==> src/rtl/apc_pkg.sv <==
package apc_pkg;

  typedef enum logic [1:0] {
    ST_IDLE  = 2'd0,
    ST_ARMED = 2'd1,
    ST_PULSE = 2'd2
  } apcState_t;

  typedef struct packed {
    logic armLoad;
    logic fireStart;
    logic rejectSet;
  } apcStrobe_t;

endpackage

==> src/rtl/apc_control.sv <==
module apc_control
  import apc_pkg::*;
(
  input  logic       clk,
  input  logic       rstN,
  input  logic       cmdValid,
  input  logic       isArm,
  input  logic       fireHit,
  input  logic       pulseDone,
  input  logic       timeoutHit,
  output apcStrobe_t strobe,
  output logic       armed,
  output logic       busy
);

  apcState_t state, stateNext;

  always_comb begin
    stateNext = state;
    strobe    = '0;
    unique case (state)
      ST_IDLE: begin
        if (cmdValid) begin
          if (isArm) begin
            stateNext      = ST_ARMED;
            strobe.armLoad = 1'b1;
          end else begin
            strobe.rejectSet = 1'b1;
          end
        end
      end
      ST_ARMED: begin
        if (cmdValid) begin
          if (fireHit) begin
            stateNext        = ST_PULSE;
            strobe.fireStart = 1'b1;
          end else begin
            stateNext        = ST_IDLE;
            strobe.rejectSet = 1'b1;
          end
        end else if (timeoutHit) begin
          stateNext = ST_IDLE;
        end
      end
      ST_PULSE: begin
        if (cmdValid) strobe.rejectSet = 1'b1;
        if (pulseDone) stateNext = ST_IDLE;
      end
      default: stateNext = ST_IDLE;
    endcase
  end

  always_ff @(posedge clk) begin
    if (!rstN) state <= ST_IDLE;
    else       state <= stateNext;
  end

  assign armed = (state == ST_ARMED);
  assign busy  = (state == ST_PULSE);

endmodule

==> src/rtl/apc_datapath.sv <==
module apc_datapath
  import apc_pkg::*;
#(
  parameter int                NUM_CH       = 16,
  parameter int                CMD_W        = 16,
  parameter int                PULSE_CYCLES = 5_000_000,
  parameter int                ARM_TIMEOUT  = 1_000_000,
  parameter logic [CMD_W-1:0]  ARM_CODE     = 16'h5AA5,
  parameter int                CH_W         = $clog2(NUM_CH),
  parameter logic [CMD_W-2*CH_W-1:0] FIRE_TAG = 8'h96
) (
  input  logic              clk,
  input  logic              rstN,
  input  logic              cmdValid,
  input  logic [CMD_W-1:0]  cmdWord,
  input  apcStrobe_t        strobe,
  input  logic              clrReject,
  output logic              isArm,
  output logic              fireHit,
  output logic              pulseDone,
  output logic              timeoutHit,
  output logic [NUM_CH-1:0] pulseOut,
  output logic [CH_W-1:0]   lastChan,
  output logic              rejectFlag
);

  localparam int TAG_W   = CMD_W - 2 * CH_W;
  localparam int PULSE_W = $clog2(PULSE_CYCLES + 1);
  localparam int TO_W    = $clog2(ARM_TIMEOUT + 1);

  logic [TAG_W-1:0]   cmdTag;
  logic [CH_W-1:0]    cmdIdx;
  logic [CH_W-1:0]    cmdCheck;
  logic               idxInRange;
  logic [NUM_CH-1:0]  selVec;
  logic [PULSE_W-1:0] pulseCnt;
  logic [TO_W-1:0]    armCnt;

  assign cmdTag   = cmdWord[CMD_W-1 -: TAG_W];
  assign cmdIdx   = cmdWord[2*CH_W-1 -: CH_W];
  assign cmdCheck = cmdWord[CH_W-1:0];

  generate
    if (NUM_CH == (1 << CH_W)) begin : g_fullRange
      assign idxInRange = 1'b1;
    end else begin : g_partRange
      assign idxInRange = ({1'b0, cmdIdx} < (CH_W+1)'(NUM_CH));
    end
  endgenerate

  generate
    for (genvar i = 0; i < NUM_CH; i++) begin : g_sel
      assign selVec[i] = (cmdIdx == CH_W'(i));
    end
  endgenerate

  assign isArm   = (cmdWord == ARM_CODE);
  assign fireHit = (cmdTag == FIRE_TAG) && (cmdCheck == ~cmdIdx) && idxInRange;

  assign pulseDone  = (|pulseOut) && (pulseCnt == '0);
  assign timeoutHit = (armCnt == '0);

  always_ff @(posedge clk) begin
    if (!rstN) begin
      pulseOut <= '0;
      pulseCnt <= '0;
    end else if (strobe.fireStart) begin
      pulseOut <= selVec;
      pulseCnt <= PULSE_W'(PULSE_CYCLES - 1);
    end else if (|pulseOut) begin
      if (pulseCnt == '0) pulseOut <= '0;
      else                pulseCnt <= pulseCnt - 1'b1;
    end
  end

  always_ff @(posedge clk) begin
    if (!rstN)                armCnt <= '0;
    else if (strobe.armLoad)  armCnt <= TO_W'(ARM_TIMEOUT - 1);
    else if (armCnt != '0)    armCnt <= armCnt - 1'b1;
  end

  always_ff @(posedge clk) begin
    if (!rstN)                 lastChan <= '0;
    else if (strobe.fireStart) lastChan <= cmdIdx;
  end

  always_ff @(posedge clk) begin
    if (!rstN)                 rejectFlag <= 1'b0;
    else if (strobe.rejectSet) rejectFlag <= 1'b1;
    else if (clrReject)        rejectFlag <= 1'b0;
  end

endmodule

==> src/rtl/armed_pulse_ctrl.sv <==
module armed_pulse_ctrl
  import apc_pkg::*;
#(
  parameter int NUM_CH       = 16,
  parameter int CMD_W        = 16,
  parameter int PULSE_CYCLES = 5_000_000,
  parameter int ARM_TIMEOUT  = 1_000_000,
  parameter int CH_W         = $clog2(NUM_CH)
) (
  input  logic              clk,
  input  logic              rstN,
  input  logic              cmdValid,
  input  logic [CMD_W-1:0]  cmdWord,
  input  logic              clrReject,
  output logic [NUM_CH-1:0] pulseOut,
  output logic              armed,
  output logic              busy,
  output logic [CH_W-1:0]   lastChan,
  output logic              rejectFlag
);

  apcStrobe_t strobe;
  logic       isArm;
  logic       fireHit;
  logic       pulseDone;
  logic       timeoutHit;

  apc_control u_control (
    .clk        (clk),
    .rstN       (rstN),
    .cmdValid   (cmdValid),
    .isArm      (isArm),
    .fireHit    (fireHit),
    .pulseDone  (pulseDone),
    .timeoutHit (timeoutHit),
    .strobe     (strobe),
    .armed      (armed),
    .busy       (busy)
  );

  apc_datapath #(
    .NUM_CH       (NUM_CH),
    .CMD_W        (CMD_W),
    .PULSE_CYCLES (PULSE_CYCLES),
    .ARM_TIMEOUT  (ARM_TIMEOUT),
    .CH_W         (CH_W)
  ) u_datapath (
    .clk        (clk),
    .rstN       (rstN),
    .cmdValid   (cmdValid),
    .cmdWord    (cmdWord),
    .strobe     (strobe),
    .clrReject  (clrReject),
    .isArm      (isArm),
    .fireHit    (fireHit),
    .pulseDone  (pulseDone),
    .timeoutHit (timeoutHit),
    .pulseOut   (pulseOut),
    .lastChan   (lastChan),
    .rejectFlag (rejectFlag)
  );

endmodule

==> config.mk <==
export PLATFORM = sky130hd
export DESIGN_NAME = armed_pulse_ctrl
export DESIGN_NICKNAME = d
export VERILOG_FILES = /design/src/rtl/apc_pkg.sv /design/src/rtl/apc_control.sv /design/src/rtl/apc_datapath.sv /design/src/rtl/armed_pulse_ctrl.sv
export SDC_FILE = /design/constraint.sdc
export NUM_CORES = 1
export LEC_CHECK = 0
export CORE_MARGIN = 2
export CORE_UTILIZATION = 40
export CTS_CLUSTER_DIAMETER = 200
export DETAILED_ROUTE_END_ITERATION = 12
export PLACE_DENSITY_LB_ADDON = 0.12
export SYNTH_ARGS = -nofsm -noshare
export SYNTH_HDL_FRONTEND = slang
export SYNTH_SLANG_ARGS = --single-unit
==> constraint.sdc <==
create_clock -name clk -period 2.2 [get_ports clk]
set_input_delay 0.44 -clock clk [delete_from_list [all_inputs] [get_ports clk]]
set_output_delay 0.44 -clock clk [all_outputs]
set_load 0.05 [all_outputs]
==> impl_metrics.yaml, run 1 <==
clock_network:
  clock_sinks: 66
  cts_hold_buffers: 0
  cts_max_level: 3
  clk-insertion-delay-late_ns: 0.33
  cts_root_buf: "clkbuf_8"
  cts_tree: "yes"
  path_clk_slew_ns: 0.07
  cts_buffer_depth: 2
  cts_buffers: 9
hold_path:
  min_to: "u_datapath.rejectFlag$_SDFFE_PN0P_"
  hp-start: "u_datapath.rejectFlag$_SDFFE_PN0P_"
  hp-class: "reg2reg"
  whs_path_depth: 2
pwr:
  p_per_area_nw_per_um2: 896
  p_leak_nw: 1.68
  total_power_mw: 3.81
  vdd_drop_max_mv: 0.368
critical_path:
  rr_endpoint: "u_datapath.armCnt[19]$_SDFFE_PN0P_"
  reg2reg_from: "u_datapath.armCnt[9]$_SDFFE_PN0P_"
  worstSetupStartpointType: "primary input"
  criticalPathCategory: "in2reg"
  end_kind: "register"
  crit_fanout: 6
  cp_slowest_cell: "clkdlybuf4s50_1"
  crit_arrival_ns: 2.40
  cpPeakStageDelay_ns: 0.64
  rrSetupSlack_ns: 0.15
  path_buf_inv: 1
  worstPathRequired_ns: 2.46
  r2r_cells: 5
  crit_chain: "clkdlybuf4s50_1, xnor2_1, or4_4, or3_4, o2bb2ai_2"
  crit_family: "simple AND/OR/NAND/NOR gates"
yosys:
  yosysSeqAreaShare: 0.422
  synth_edf_count: 0
  synth-seq-cells: 66
  ys_types: 50
  ys.warnings.count: 0
  syn_inst: 346
  synth_nets: 369
  syn_area_per_cell_um2: 9.06
  syn_area_um2: 3130
  synthFlopType: "dfxtp_1"
  async_flop_share: 0
layout:
  fin_cells: 534
  insertedDiodeCount: 0
  fill_cells: 726
  area_delta_synth_final_pct: 35.6
  drive_gt1_frac: 0.197
  layout.nets: 450
  utilization: 0.556
timing:
  rsz0062_at_grt: "no"
  fmax_mhz: 467
  max_slew_margin: 0.657
  finalHoldViolations: 0
  fin_skew_ns: 0.00946
  finalSetupViolations: 0
  worstMarginPinSlew_ns: 0.513
  timing.hold.ws_ns: 0.481
  fin_crit_ns: 2.14
  period_share: 0.974
  slew_viol_final: 0
global_routing:
  grt_max_degree: 20
  grt_pass1_wl_mm: 13.2
  grt-ovfl-total: 0
  antenna_found_initial: 0
  grtUsageTotal: 0.191
  grt_pass1_vias: 2859
placement:
  dp_cells: 514
  placement.io_buffers: 42
  hpwl_mm: 5.65
  gp_congestion: 0.788
route:
  drc: 0
  ant_nets: 0
  first_pass_iters: 6
  drt_wl_total_mm: 7.86
  avgViaCountPerCell: 5.45
  drt-wirelength-per-cell_um: 14.7
  drtIter0Drc: 118
  vias: 2911
run_status:
  outcome: "completed"
floorplanning:
  initial_core_util: 0.410
  dieArea_um2: 8560
  die-width_um: 92.5
  num_rows: 32
  io_pins: 43
  core_area_um2: 7650
  die-height_um: 92.5
flow_run:
  cap_violations: 0
==> final cells by class <==
type	instances	area, µm²	area share
multi-input combinational	255	1800	0.424
timing repair buffer	82	744	0.175
clock inverter	5	52.6	0.0124
clock buffer	11	151	0.0356
sequential	66	1320	0.311
inverter	13	48.8	0.0115
tap	102	128	0.0300
==> report_power, final <==
part           switching, mW  total, mW  internal [mW]
Clock                  0.453       1.03          0.579
Sequential             0.158       1.51           1.35
Combinational          0.671       1.27          0.598
Total                   1.28       3.81           2.53
==> metal layers <==
| layer | wire, µm | GRT usage | vias up |
|---|---|---|---|
| met5 | 0 | 0 | - |
| met4 | 146 | 0.0746 | 0 |
| met3 | 314 | 0.0464 | 10 |
| met2 | 3780 | 0.320 | 62 |
| met1 | 3620 | 0.237 | 1360 |
| li1 | - | - | 1479 |
==> kinds of logic after synthesis <==
| logic type | share of synthesized area |
|---|---|
| compound gates | 0.207 |
| xor+xnor | 0.0587 |
| fa+ha+maj | 0.0120 |
| buf+inv | 0.0311 |
| flops | 0.422 |
| mux | 0.0196 |
| simple gates | 0.250 |
==> stage by stage <==
stage,instance area [µm²],TNS (ns),setup slack [ns]
5_1_grt,4250,0,0.000336
2_1_floorplan,3130,0,0.121
6_report,4250,0,0.0578
3_5_place_dp,3920,-19.87,-0.555
3_3_place_gp,3920,-16.40,-0.453
4_1_cts,4190,0,0.00101
==> worst max path at each step <==
stage	start	depth (start not counted)	to
finish	cmdWord[6]	5	u_datapath.pulseOut[4]$_SDFFE_PN0P_
global route	cmdWord[1]	7	u_datapath.pulseOut[2]$_SDFFE_PN0P_
CTS	cmdWord[14]	6	u_datapath.pulseOut[4]$_SDFFE_PN0P_
detailed placement	cmdWord[12]	6	u_datapath.pulseOut[6]$_SDFFE_PN0P_
global placement	cmdWord[15]	7	u_datapath.pulseOut[3]$_SDFFE_PN0P_
floorplan	cmdWord[8]	6	u_datapath.pulseOut[12]$_SDFFE_PN0P_
==> worst register-to-register path, cell delays in order (launching register included) <==
cell and delay, ns:
dfxtp_1 0.34, or4_1 0.57, nor4b_2 0.31, nand3_1 0.19
or4_1 0.42, a31oi_1 0.16
==> cells in the mapped netlist (2+ instances only) <==
cell type,n,area share
dfxtp_1,66,0.42
a21oi_1,28,0.045
nor2_1,21,0.025
o21ai_0,17,0.027
or3_1,17,0.034
xor2_1,15,0.042
a22o_1,12,0.034
inv_1,12,0.014
nand2_1,12,0.014
nor4_1,11,0.022
a31oi_1,10,0.020
nor3_1,10,0.016
clkbuf_1,9,0.011
o31ai_1,8,0.019
or4_1,8,0.019
nand4_1,7,0.014
nor2b_1,7,0.014
nand3_1,6,0.0096
xnor2_1,6,0.017
mux2i_1,5,0.016
o211ai_1,5,0.012
nor4b_2,4,0.019
o2bb2ai_1,4,0.011
buf_2,3,0.0048
ha_1,3,0.012
nand2b_1,3,0.0060
nor3b_1,3,0.0072
nor4bb_1,3,0.0096
o2111ai_1,3,0.0084
or2_2,3,0.0060
or4_4,3,0.011
and3_1,2,0.0040
o21a_1,2,0.0048
o41ai_1,2,0.0056
==> state kept, by name, indices dropped and copies added, names as in the netlist <==
register and cells:
u_control.state 2, u_datapath.rejectFlag 1, u_datapath.lastChan 4, u_datapath.pulseOut 16
u_datapath.armCnt 20, u_datapath.pulseCnt 23
==> layout by cell type (no fill, tap or decap), drive strengths merged, types with 12 or more instances in the layout <==
cell / Yosys / routed
buf: 3 / 42
nor2: 21 / 21
nand2: 12 / 12
a22o: 12 / 12
or3: 17 / 17
xor2: 15 / 15
inv: 12 / 12
a21oi: 28 / 28
clkdlybuf4s50: 0 / 29
dfxtp: 66 / 66
o21ai: 18 / 18
==> timing repair <==
action                                  CTS  global route
gates cloned                              0             1
pin swaps                                 9             7
endpoints found under the setup margin   34            21
buffers inserted                          2             1
gates resized for setup                  14            16
(Power assumes the default switching activity.)
==> run 2, diff against run 1 <==
CORE_ASPECT_RATIO = 0.7   (was unset)
==> run 2 against run 1 <==
Against the previous run: worst hold slack worse by 0.0069 ns; cell area is 1.5% lower; clock-buffer cell count is 2 higher; critical path depth is 1 higher; sequential cell count stayed put; wire length is 0.42% higher; highest routed layer unchanged; die area is 0.13% higher; clock skew is 0.0027 ns lower; critical path type unchanged.
==> impl_metrics.yaml, run 2 (synthesized netlist as in run 1, its figures left out) <==
run_status:
  outcome: "completed"
pwr:
  switchingPower_mw: 1.29
  p_leak_nw: 1.64
  switching_share: 0.338
  vdd_drop_max_mv: 0.706
  p_int_mw: 2.54
  p_clk_frac: 0.277
  total_power_mw: 3.83
  sequentialPowerShare: 0.397
  power_frac_comb: 0.327
  p_per_area_nw_per_um2: 915
route:
  drt-wirelength-per-cell_um: 15.1
  drt_wl_total_mm: 7.89
  ant_nets: 0
  first_pass_iters: 4
  drtIter0Drc: 151
  vias: 2893
  drc: 0
  avgViaCountPerCell: 5.52
placement:
  placed_cell_area_um2: 3890
  hpwl_mm: 5.69
  placement.io_buffers: 42
  gp_congestion: 0.832
critical_path:
  worstSetupStartpointType: "primary input"
  rr_endpoint: "u_datapath.armCnt[19]$_SDFFE_PN0P_"
  worstPathRequired_ns: 2.49
  r2r_cells: 5
  criticalPathCategory: "in2reg"
  crit_fanout: 6
  reg2reg_from: "u_datapath.armCnt[9]$_SDFFE_PN0P_"
  end_kind: "register"
  rrSetupSlack_ns: 0.14
  crit_arrival_ns: 2.40
clock_network:
  path_clk_slew_ns: 0.07
  clk-insertion-delay-late_ns: 0.35
  postCtsSetupBuffers: 0
  clock_sinks: 66
  cts_tree: "yes"
  cts_buffer_depth: 2
  cts_root_buf: "clkbuf_8"
  cts_max_level: 3
  cts_buffers: 9
  cts_hold_buffers: 0
layout:
  design_area_um2: 4190
  final_common_cell: "dfxtp_1"
  utilization: 0.562
  area_delta_synth_final_pct: 33.7
  largest_reg_flops: 23
  insertedDiodeCount: 0
  top_register: "u_datapath.pulseCnt"
  layout.nets: 445
  drive_gt1_frac: 0.181
  final_cell_mix: "66 x dfxtp_1, 37 x buf_4, 31 x clkdlybuf4s50_1"
  regArea_um2: 1320
  top_regs: "u_datapath.pulseCnt: 23 flops, u_datapath.armCnt: 20 flops, u_datapath.pulseOut: 16 flops"
  fill_cells: 682
  multi_input_area_um2: 1810
floorplanning:
  initial_core_util: 0.421
  io_pins: 43
  num_rows: 26
  die-width_um: 110
  die-height_um: 78.1
  dieArea_um2: 8570
  core_area_um2: 7450
timing:
  fin_skew_ns: 0.00675
  slew_viol_final: 0
  max_slew_margin: 0.663
  worstMarginPinSlew_ns: 0.500
  fin_crit_ns: 2.11
  period_share: 0.960
  finalSetupViolations: 0
  fmax_mhz: 473
  finalHoldViolations: 0
  rsz0062_at_grt: "no"
flow_run:
  cap_violations: 0
global_routing:
  grt_max_degree: 28
  grt_pass1_vias: 2784
  antenna_found_initial: 0
  grt-ovfl-total: 0
  grtUsageTotal: 0.200
  grt_pass1_wl_mm: 13.4
hold_path:
  hp-class: "reg2reg"
  whs_path_depth: 2
  hp-start: "u_datapath.rejectFlag$_SDFFE_PN0P_"
  min_to: "u_datapath.rejectFlag$_SDFFE_PN0P_"
-- run 2: cell count changes in the layout (fill, tap and decap cells not counted), moves of 2 or more --
cell	previous run	this run
dlymetal6s2s_1	5	3
clkinv_2	3	1
clkdlybuf4s50_1	29	31
buf_6	3	0
-- run 2: layer usage --
layer	track usage	vias to the layer above	part of all wire
li1	-	1481	-
met1	0.288	1351	0.53
met2	0.287	51	0.42
met3	0.0581	10	0.033
met4	0.0620	0	0.013
met5	0	-	0
-- run 2: repair_timing --
item / in CTS / in global routing
endpoints found under the setup margin: 18 / 17
pin swaps: 9 / 4
hold endpoints to repair: 0 / 0
gates resized for setup: 14 / 8
-- run 2: worst max-delay path by stage --
| stage | start | end | cells after the start |
|---|---|---|---|
| after global placement | cmdWord[12] | u_datapath.pulseOut[5]$_SDFFE_PN0P_ | 6 |
| after CTS | cmdWord[15] | u_datapath.pulseOut[7]$_SDFFE_PN0P_ | 6 |
| after global routing | u_datapath.pulseCnt[7]$_SDFFE_PP0P_ | u_datapath.pulseCnt[14]$_SDFFE_PN0P_ | 5 |
| final | cmdWord[7] | u_datapath.pulseOut[7]$_SDFFE_PN0P_ | 6 |
| after detailed placement | cmdWord[12] | u_datapath.pulseOut[7]$_SDFFE_PN0P_ | 6 |
| after floorplan | cmdWord[8] | u_datapath.pulseOut[12]$_SDFFE_PN0P_ | 6 |
-- run 2: area by class of cell --
| class | instances | share of cell area |
|---|---|---|
| inverter | 13 | 0.0116 |
| sequential | 66 | 0.315 |
| clock inverter | 2 | 0.00836 |
| timing repair buffer | 77 | 0.162 |
| tap | 98 | 0.0293 |
| multi-input combinational | 255 | 0.433 |
| clock buffer | 13 | 0.0403 |
-- run 2: through the flow --
stage | setup slack, ns | TNS (ns) | cells | hold WS (ns)
6_report | 0.0877 | 0 | 524 | 0.474
5_1_grt | 0.00919 | 0 | 524 | 0.500
4_1_cts | 0.0108 | 0 | 524 | 0.477
3_5_place_dp | -0.498 | -16.77 | 509 | 0.458
3_3_place_gp | -0.443 | -14.57 | 509 | 0.462
2_1_floorplan | 0.121 | 0 | 346 | 0.450
-- run 2: critical path: stages --
cell and delay [ns]:
clkdlybuf4s50_1 0.51, xor2_1 0.15, nand4_1 0.15, or4_4 0.61, or3_4 0.39, o2bb2ai_2 0.14
-- run 2: power groups by stage --
stage	Clock, mW	Combinational [mW]	Sequential [mW]
2_1_floorplan	0	0.906	1.50
3_3_place_gp	0	1.17	1.53
3_5_place_dp	0	1.20	1.54
4_1_cts	1.08	1.21	1.51
5_1_grt	1.14	1.40	1.55
6_report	1.06	1.25	1.52
